`src/rtl/gpr_alias_pkg.sv`:
```
package gpr_alias_pkg;

  // Access width codes shared by all ports.
  typedef enum logic [1:0] {
    SZ_BYTE  = 2'b00,
    SZ_HALF  = 2'b01,
    SZ_WORD  = 2'b10,
    SZ_DWORD = 2'b11
  } acc_size_e;

  // Decoded view of one port access.
  typedef struct packed {
    acc_size_e size;
    logic      hi_byte;   // bits 15..8 of a legacy register
    logic      new_low;   // byte view of index 4..15 low bits
  } view_kind_t;

endpackage

```
`src/rtl/gpr_view_decode.sv`:
```
module gpr_view_decode
  import gpr_alias_pkg::*;
#(
  parameter int NUM_REGS  = 16,
  parameter int LEGACY_HI = 4,
  localparam int IDX_W    = $clog2(NUM_REGS)
) (
  input  logic [IDX_W-1:0] idx,
  input  logic [1:0]       size,
  input  logic             ext_mode,
  output logic [IDX_W-1:0] phys,
  output view_kind_t       kind
);

  localparam logic [IDX_W-1:0] ALIAS_LO = IDX_W'(LEGACY_HI);
  localparam logic [IDX_W-1:0] ALIAS_HI = IDX_W'(2 * LEGACY_HI);

  logic is_byte;
  logic in_alias;
  logic hi_sel;

  always_comb begin
    is_byte  = (acc_size_e'(size) == SZ_BYTE);
    in_alias = (idx >= ALIAS_LO) && (idx < ALIAS_HI);
    hi_sel   = is_byte && in_alias && !ext_mode;
    phys     = hi_sel ? (idx - ALIAS_LO) : idx;
    kind.size    = acc_size_e'(size);
    kind.hi_byte = hi_sel;
    kind.new_low = is_byte && !hi_sel && (idx >= ALIAS_LO);
  end

endmodule

```
`src/rtl/gpr_read_slice.sv`:
```
module gpr_read_slice
  import gpr_alias_pkg::*;
#(
  parameter int XLEN  = 64,
  localparam int HALF = XLEN / 2
) (
  input  logic [XLEN-1:0] value,
  input  view_kind_t      kind,
  output logic [XLEN-1:0] data
);

  always_comb begin
    data = '0;
    unique case (kind.size)
      SZ_BYTE:  data[7:0]      = kind.hi_byte ? value[15:8] : value[7:0];
      SZ_HALF:  data[15:0]     = value[15:0];
      SZ_WORD:  data[HALF-1:0] = value[HALF-1:0];
      default:  data           = value;
    endcase
  end

endmodule

```
`src/rtl/gpr_write_merge.sv`:
```
module gpr_write_merge
  import gpr_alias_pkg::*;
#(
  parameter int XLEN  = 64,
  localparam int HALF = XLEN / 2
) (
  input  logic [XLEN-1:0] old_val,
  input  logic [XLEN-1:0] wdata,
  input  view_kind_t      kind,
  output logic [XLEN-1:0] new_val
);

  always_comb begin
    new_val = old_val;
    unique case (kind.size)
      SZ_BYTE: begin
        if (kind.hi_byte) new_val[15:8] = wdata[7:0];
        else              new_val[7:0]  = wdata[7:0];
      end
      SZ_HALF: new_val[15:0] = wdata[15:0];
      SZ_WORD: new_val = {{(XLEN-HALF){1'b0}}, wdata[HALF-1:0]};
      default: new_val = wdata;
    endcase
  end

endmodule

```
`src/rtl/gpr_alias_file.sv`:
```
module gpr_alias_file
  import gpr_alias_pkg::*;
#(
  parameter int NUM_REGS  = 16,
  parameter int XLEN      = 64,
  parameter int LEGACY_HI = 4,
  localparam int IDX_W    = $clog2(NUM_REGS),
  localparam int HALF     = XLEN / 2,
  localparam int NRD      = 2
) (
  input  logic             clk,
  input  logic             rst,
  input  logic             ext_mode,
  input  logic [IDX_W-1:0] rd0_idx,
  input  logic [1:0]       rd0_size,
  output logic [XLEN-1:0]  rd0_data,
  input  logic [IDX_W-1:0] rd1_idx,
  input  logic [1:0]       rd1_size,
  output logic [XLEN-1:0]  rd1_data,
  input  logic             wr_en,
  input  logic [IDX_W-1:0] wr_idx,
  input  logic [1:0]       wr_size,
  input  logic [XLEN-1:0]  wr_data,
  output logic             illegal_combo
);

  logic [XLEN-1:0] gpr_q [NUM_REGS];

  // Read ports
  logic [IDX_W-1:0] rd_idx_a  [NRD];
  logic [1:0]       rd_size_a [NRD];
  logic [IDX_W-1:0] rd_phys   [NRD];
  view_kind_t       rd_kind   [NRD];
  logic [XLEN-1:0]  rd_data_a [NRD];

  assign rd_idx_a[0]  = rd0_idx;
  assign rd_idx_a[1]  = rd1_idx;
  assign rd_size_a[0] = rd0_size;
  assign rd_size_a[1] = rd1_size;
  assign rd0_data     = rd_data_a[0];
  assign rd1_data     = rd_data_a[1];

  for (genvar p = 0; p < NRD; p++) begin : g_rd
    gpr_view_decode #(.NUM_REGS(NUM_REGS), .LEGACY_HI(LEGACY_HI)) i_dec (
      .idx(rd_idx_a[p]), .size(rd_size_a[p]), .ext_mode(ext_mode),
      .phys(rd_phys[p]), .kind(rd_kind[p])
    );
    gpr_read_slice #(.XLEN(XLEN)) i_slice (
      .value(gpr_q[rd_phys[p]]), .kind(rd_kind[p]), .data(rd_data_a[p])
    );
  end

  // Write port
  logic [IDX_W-1:0] wr_phys;
  view_kind_t       wr_kind;
  logic [XLEN-1:0]  wr_merged;

  gpr_view_decode #(.NUM_REGS(NUM_REGS), .LEGACY_HI(LEGACY_HI)) i_wr_dec (
    .idx(wr_idx), .size(wr_size), .ext_mode(ext_mode),
    .phys(wr_phys), .kind(wr_kind)
  );

  gpr_write_merge #(.XLEN(XLEN)) i_merge (
    .old_val(gpr_q[wr_phys]), .wdata(wr_data), .kind(wr_kind), .new_val(wr_merged)
  );

  always_ff @(posedge clk) begin
    if (rst) begin
      for (int r = 0; r < NUM_REGS; r++) gpr_q[r] <= '0;
    end else if (wr_en) begin
      gpr_q[wr_phys] <= wr_merged;
    end
  end

  // Mixed legacy/new byte views
  logic any_hi;
  logic any_new;

  always_comb begin
    any_hi  = (wr_en && wr_kind.hi_byte);
    any_new = (wr_en && wr_kind.new_low);
    for (int p = 0; p < NRD; p++) begin
      any_hi  = any_hi  | rd_kind[p].hi_byte;
      any_new = any_new | rd_kind[p].new_low;
    end
    illegal_combo = any_hi && any_new;
  end

  // Checks next to the storage they guard
  assert_reset_clears_R1: assert property (@(posedge clk)
    rst |=> (rd0_data == '0 && rd1_data == '0));

  assert_narrow_keeps_upper_R3: assert property (@(posedge clk) disable iff (rst)
    (wr_en && (wr_kind.size == SZ_HALF || (wr_kind.size == SZ_BYTE && !wr_kind.hi_byte)))
    |=> (gpr_q[$past(wr_phys)][XLEN-1:16] == $past(gpr_q[wr_phys][XLEN-1:16])));

  assert_word_clears_upper_R4: assert property (@(posedge clk) disable iff (rst)
    (wr_en && wr_kind.size == SZ_WORD)
    |=> (gpr_q[$past(wr_phys)][XLEN-1:HALF] == '0));

  assert_high_byte_keeps_rest_R6: assert property (@(posedge clk) disable iff (rst)
    (wr_en && wr_kind.hi_byte)
    |=> (gpr_q[$past(wr_phys)][7:0] == $past(gpr_q[wr_phys][7:0]) &&
         gpr_q[$past(wr_phys)][XLEN-1:16] == $past(gpr_q[wr_phys][XLEN-1:16])));

  assert_ext_mode_no_illegal_R8: assert property (@(posedge clk) disable iff (rst)
    ext_mode |-> !illegal_combo);

endmodule

```
`config.mk`:
```
export PLATFORM = sky130hd
export DESIGN_NAME = gpr_alias_file
export DESIGN_NICKNAME = d
export VERILOG_FILES = /design/src/rtl/gpr_alias_pkg.sv /design/src/rtl/gpr_view_decode.sv /design/src/rtl/gpr_read_slice.sv /design/src/rtl/gpr_write_merge.sv /design/src/rtl/gpr_alias_file.sv
export SDC_FILE = /design/constraint.sdc
export NUM_CORES = 2
export LEC_CHECK = 0
export ABC_AREA = 1
export BUFFER_PORTS_ARGS = -buffer_cell sky130_fd_sc_hd__clkbuf_2
export CAP_MARGIN = 10
export CORE_MARGIN = 5
export CORE_UTILIZATION = 29
export DETAILED_ROUTE_END_ITERATION = 10
export PLACE_DENSITY = 0.53
export SLEW_MARGIN = 30
export SYNTH_ARGS = -nofsm -noshare
export SYNTH_HDL_FRONTEND = slang
export SYNTH_SLANG_ARGS = --single-unit
```
`constraint.sdc`:
```
create_clock -name clk -period 3.5 [get_ports clk]
set_input_delay 0.525 -clock clk [delete_from_list [all_inputs] [get_ports clk]]
set_output_delay 0.525 -clock clk [all_outputs]
set_load 0.01 [all_outputs]
```
**After elaboration in Yosys (flattened, before gate mapping)**

Memories as Yosys holds them, arrays and structs flattened.
Cells that the tools add are included.

- Memories: 1
- RAM bits: 1024
- Register bits after elaboration: 0
- Word-level logic and storage cells: 82
- Output and inout port bits: 129

- Equality and inequality tests: 9
- $lt $le $gt $ge: 6
- Reduce and logical (&&, ||, !) cells: 34
- Multiplexer cells: 25
- $add $sub $neg: 3
- Bitwise gates (word level): 4

Memories:

| memory | words | width | rd ports | clocked after memory_dff | wr ports | RTL line | source |
|---|---|---|---|---|---|---|---|
| gpr_q | 16 | 64 | 2 | 0 | 16 | gpr_alias_file.sv:27 | `logic [XLEN-1:0] gpr_q [NUM_REGS];` |

Operators with widths:

| operator | count |
|---|---|
| $pmux 48 s2 | 1 |
| $mux 32 | 2 |
| $mux 64 | 1 |
| $mux 8 | 8 |
| $reduce_or 64->1 | 1 |
| $mux 16 | 3 |
| $logic_and 1x1->1 | 18 |
| $mux 4 | 4 |
| $ge 4x3->1 const B | 3 |
| $lt 4x4->1 const B | 3 |
| $sub 4x3->4 const B | 3 |
| $eq 2x1->1 const B | 3 |
| $eq 2x2->1 const B | 3 |
| $logic_not 2->1 | 3 |
| $reduce_and 2->1 | 3 |
| $reduce_or 2->1 | 3 |
| $reduce_or 3->1 | 2 |
| $mux 1 | 5 |
| $logic_not 1->1 | 4 |
| $ne 2x2->1 const B | 2 |
| $or 1x1->1 | 4 |
| $mux 3 | 1 |
| $ne 1x1->1 const B | 1 |

**Logic depth before layout (Yosys ltp)**

- Word-level depth: 11
- Gate-level depth with buffers: 14
- Depth with buffers taken out: 12

**By module**

A second synthesis with hierarchy kept.

- Cell total of the unflattened synthesis: 11454
- Area, all modules: 73286.5 um^2

By module, submodules not included:

| module | cells each | sequential area each (um^2) | times used | area each (um^2) |
|---|---|---|---|---|
| gpr_alias_file | 10840 | 30749.5 | 1 | 70507.6 |
| gpr_read_slice | 146 | 0.0 | 2 | 639.4 |
| gpr_write_merge | 247 | 0.0 | 1 | 1076.0 |
| gpr_view_decode | 25 | 0.0 | 3 | 141.4 |

**Worst setup path before layout**

No wires, ideal clock.

- Path kind: input-to-reg
- Start: input port wr_idx[3]
- End: memory gpr_q[1][16] (enable)
- Cell stages on the path: 14
- Setup time: 0.407 ns
- Arrival: 2.885 ns
- Setup slack: 0.208 ns
- Cell sequence: inv_1 ha_1 inv_1 nor2_1 nand2_4 clkinv_2 nand2_1 o21ai_2 nand2_2 nor2_2 nand2_1 buf_2 buf_6 nand2_1

RTL lines:

| what | RTL line | source |
|---|---|---|
| from (decl) | gpr_alias_file.sv:21 | `input logic [IDX_W-1:0] wr_idx,` |
| to (decl) | gpr_alias_file.sv:27 |  |

**Worst setup path in the final report**

- Start: input port rd0_idx[3]
- End: output port rd0_data[41]

- Cells in the longest elaborated chain, start to end: 7
- Elaborated cells on any way between the ends: 9
- Those cells by class: 1 x add/sub; 2 x order compare; 2 x mux; 3 x reduce/logical; 1 x memory

RTL lines:

| what | RTL line | source |
|---|---|---|
| from (decl) | gpr_alias_file.sv:14 | `input logic [IDX_W-1:0] rd0_idx,` |
| $ge 4x3->1 or $lt 4x4->1 (tied branches) | gpr_view_decode.sv:24 | `in_alias = (idx >= ALIAS_LO) && (idx < ALIAS_HI);` |
| $logic_and 1x1->1 | gpr_view_decode.sv:24 |  |
| $logic_and 1x1->1 (2 in a row) | gpr_view_decode.sv:25 | `hi_sel = is_byte && in_alias && !ext_mode;` |
| $mux 4 * | gpr_view_decode.sv:26 | `phys = hi_sel ? (idx - ALIAS_LO) : idx;` |
| $mem_v2 16x64 * | n/a |  |
| $mux 32 * | gpr_read_slice.sv:14 | `unique case (kind.size)` |
| to (decl) | gpr_alias_file.sv:16 | `output logic [XLEN-1:0] rd0_data,` |

Mark *: on every way between the ends. The rest lies on a longest branch, timed or not.

==> results.ini <==
[synth]
mappedNetlistNets = 7193
syn-mean-instance-area_sq_um = 8.03
post_synth_main_area_contributors = sky130_fd_sc_hd__edfxtp_1 (54%), sky130_fd_sc_hd__nand2_1 (9.8%), sky130_fd_sc_hd__nand3_1 (8.7%)
dominantRegCellSynth = sky130_fd_sc_hd__edfxtp_1
synth.ff_latch_count = 1024
total_standard_cell_area_after_synthesis_sq_um = 57000
synth-seq-area-share_pct = 53.9
synthDistinctLibCells = 25
post_synth_edffs = 1024
synth_top_area_cell = sky130_fd_sc_hd__edfxtp_1
synth_top_cell_area_share_pct = 53.9
async_flop_share_pct = 0
synth_warnings = 0
synthesis.instances = 7099

[die]
die_width_um = 453
initial_utilization_pct = 29.2
die_area_sq_um = 206000
row_count = 162
die_y_um = 453
boundaryPins = 215
core-area_sq_um = 195000

[detailed_routing]
num_vias = 51551
detailedRoute.firstPassIterationCount = 5
viasPerCell = 5.25
route.final.wire_length_um = 231000
routed_wire_length_per_instance_um = 23.5
drt_drc_violations_left = 0
antenna_left = 0
dr_iter_0_viols = 5745

[critical_path]
worst_path_largest_cell_delay_ns = 0.30
crit_path_end_kind = output port
critical_path_class = input port to output port
worst_setup_path_start_kind = input port
critical_path.max_fanout = 31
crit_path_top_delay_cell = sky130_fd_sc_hd__nor2_2
timing.critical_path.buf_inv = 7
cp_cell_instances = clkbuf_2 -> inv_1 -> ha_1 -> inv_1 -> nor2_1 -> nand2_1 -> inv_2 -> nand2_1 -> nand2_4 -> buf_12 -> buf_4 -> a21oi_1 -> nor2_2 -> clkbuf_2
arrival_ns = 2.85
worst_path_dominant_cell_family = buffers and inverters
worst-endpoint-required_ns = 2.97

[timing]
rsz0062_at_grt = false
total_negative_slack_for_setup_checks_ns = 0
report.final.hold_viol_count = 0
maxSlewViolCount = 0
maximum_operating_frequency_mhz = 296
hold-worst-slack_ns = 0.304
finalSetupViolations = 0
worst-slew-pin-transition_ns = 1.07
final_period_minus_worst_setup_slack_ns = 3.38
finalCritPeriodShare_pct = 96.4
timing.slew.headroom_pct = 29.0

[finish]
largest_reg_flops = 1024
post_route_cells_drive_above_1_share_pct = 10.1
finalInstanceArea_sq_um = 66200
synthToLayoutAreaGrowth_pct = 16.0
registers.top_by_ff_count = gpr_q
reg.largest.list = gpr_q x1024
num-fill-cells = 20044
final_net_count = 7194
finalCoreUtilization_pct = 33.9

[power]
power_per_cell_area_nw_per_um2 = 467
vdd.ir_drop.worst_mv = 0.423
totalPowerFinal_uw = 30900
static-leakage-power_uw = 0.0272

[cts]
tritoncts = built
cts.path.max_buffers = 3
cts_num_sinks = 1024
clk_pin_slew_ns = 0.06
ctsHtreeMaxLevel = 3
cts-buffers-inserted = 115
root_buffer_cell = sky130_fd_sc_hd__clkbuf_16

[grt]
track_usage_pct = 21.7
gr-usage-met3_pct = 3.54
grt_first_pass_wirelength_um = 334000
groute.layer.met1.usage_pct = 28.0
antenna_found_initial = 8
grt_most_used_layer = met2
grt_overflow = 0
maximum_number_of_pins_on_one_net_before_global_route_repair = 123
grt_pass1_vias = 48895
globalRouteMet2Util_pct = 35.8

[hold_path]
holdPathEnd = gpr_q[7][28]
worstHoldPathType = input port to flip-flop
holdCritStartpoint = wr_data[28]
min_delay_path_depth = 3

[outcome]
result_of_the_run = completed

[placement]
numPortBuffers = 214
postPlaceCellArea_sq_um = 62600
gp_congestion = 0.916
detailedPlacementHpwl_um = 143000

[run]
drv_cap = 0

## worst max-delay path by stage
stage / start / slack (ns) / end / cells after the start
6_report: rd0_idx[3] / 0.12 / rd0_data[41] / 14
5_1_grt: rd0_idx[3] / 0.02 / rd0_data[40] / 15
4_1_cts: rd0_idx[3] / 0.03 / rd0_data[41] / 14
3_5_place_dp: rd0_idx[3] / 0.04 / rd0_data[41] / 14
3_3_place_gp: wr_idx[3] / -0.42 / gpr_q[4][5] / 10
2_1_floorplan: wr_idx[3] / 0.21 / gpr_q[1][16] / 14
## cells by family after synthesis
family / synth area share (%)
and+or+nand+nor: 26.4
AOI/OAI and AO/OA: 11.2
buffers and inverters: 8.26
DFF: 53.9
adders and majority gates: 0.176
xor gates and xnor gates: 0.0307
## stage by stage
| step | instances | setup slack, ns |
|---|---|---|
| 2_1_floorplan | 7099 | 0.208 |
| 3_3_place_gp | 9606 | -0.422 |
| 3_5_place_dp | 9607 | 0.0363 |
| 4_1_cts | 9813 | 0.0307 |
| 5_1_grt | 9817 | 0.0164 |
| 6_report | 9819 | 0.125 |
## where the power goes
part	internal (uW)	total, uW	switching, uW
Combinational	1310	4620	3310
Sequential	14200	14400	251
Clock	6680	11900	5220
## cells in the mapped netlist, types with 9 or more instances
cell type and count:
sky130_fd_sc_hd__clkinv_1 9, sky130_fd_sc_hd__nand3_1 991, sky130_fd_sc_hd__nor2_2 26, sky130_fd_sc_hd__edfxtp_1 1024, sky130_fd_sc_hd__nor2_1 1141, sky130_fd_sc_hd__buf_2 174, sky130_fd_sc_hd__o211ai_1 87, sky130_fd_sc_hd__o21ai_0 523
sky130_fd_sc_hd__buf_1 57, sky130_fd_sc_hd__inv_1 575, sky130_fd_sc_hd__a21oi_1 611, sky130_fd_sc_hd__clkbuf_1 351, sky130_fd_sc_hd__nand2_1 1488
## worst min-delay path, delay by kind of cell
kind / cells / cell delay, ns
and+or+nand+nor: 1 / 0.15
buffers and inverters: 2 / 0.27
## layout by cell type (no fill, tap or decap)
cell type                       n
sky130_fd_sc_hd__inv_6          6
sky130_fd_sc_hd__o211ai_1      87
sky130_fd_sc_hd__o21ai_0      523
sky130_fd_sc_hd__buf_16         2
sky130_fd_sc_hd__clkbuf_16    115
sky130_fd_sc_hd__clkinvlp_4     5
sky130_fd_sc_hd__xor2_1         2
sky130_fd_sc_hd__buf_4        157
sky130_fd_sc_hd__clkinv_1      32
sky130_fd_sc_hd__o21ai_4        7
sky130_fd_sc_hd__inv_1        571
sky130_fd_sc_hd__nand2_4       40
sky130_fd_sc_hd__nand2_2        2
sky130_fd_sc_hd__clkbuf_1      32
sky130_fd_sc_hd__a21oi_1      611
sky130_fd_sc_hd__ha_1           8
sky130_fd_sc_hd__buf_12       100
sky130_fd_sc_hd__or2_2          2
sky130_fd_sc_hd__clkinv_2      15
sky130_fd_sc_hd__clkinv_4       1
sky130_fd_sc_hd__clkbuf_2     210
sky130_fd_sc_hd__inv_2          5
sky130_fd_sc_hd__inv_8          2
sky130_fd_sc_hd__o21ai_2        4
sky130_fd_sc_hd__nor2_1      1134
sky130_fd_sc_hd__buf_6          2
sky130_fd_sc_hd__bufinv_16      9
sky130_fd_sc_hd__nand2_1     1449
sky130_fd_sc_hd__edfxtp_1    1024
sky130_fd_sc_hd__diode_2        6
sky130_fd_sc_hd__nand3_1      991
sky130_fd_sc_hd__nor2_4         4
sky130_fd_sc_hd__nor2_2        31
sky130_fd_sc_hd__inv_16         2
sky130_fd_sc_hd__buf_8          4
## final cells by class
| type | instances | area (sq um) | share of cell area, % |
|---|---|---|---|
| antenna | 6 | 15.0 | 0.0227 |
| clock buffer | 147 | 3000 | 4.53 |
| clock inverter | 59 | 552 | 0.834 |
| inverter | 589 | 2240 | 3.38 |
| multi-input combinational | 4895 | 22000 | 33.2 |
| sequential | 1024 | 30700 | 46.5 |
| tap | 2624 | 3280 | 4.96 |
| timing repair buffer | 475 | 4370 | 6.60 |
## repair_timing
action / in CTS / in global routing
gates resized for setup: 0 / 7
buffers inserted: 0 / 0
endpoints found under the setup margin: 0 / 8
hold buffers: 0 / 0
## layer usage
layer / part of all wire [%] / up-vias
met4: 4.8 / 2
li1: - / 23682
met1: 40 / 24883
met3: 8.2 / 516
met5: 0.0056 / -
met2: 47 / 2468
No activity file was read; power rests on OpenSTA's default activity.
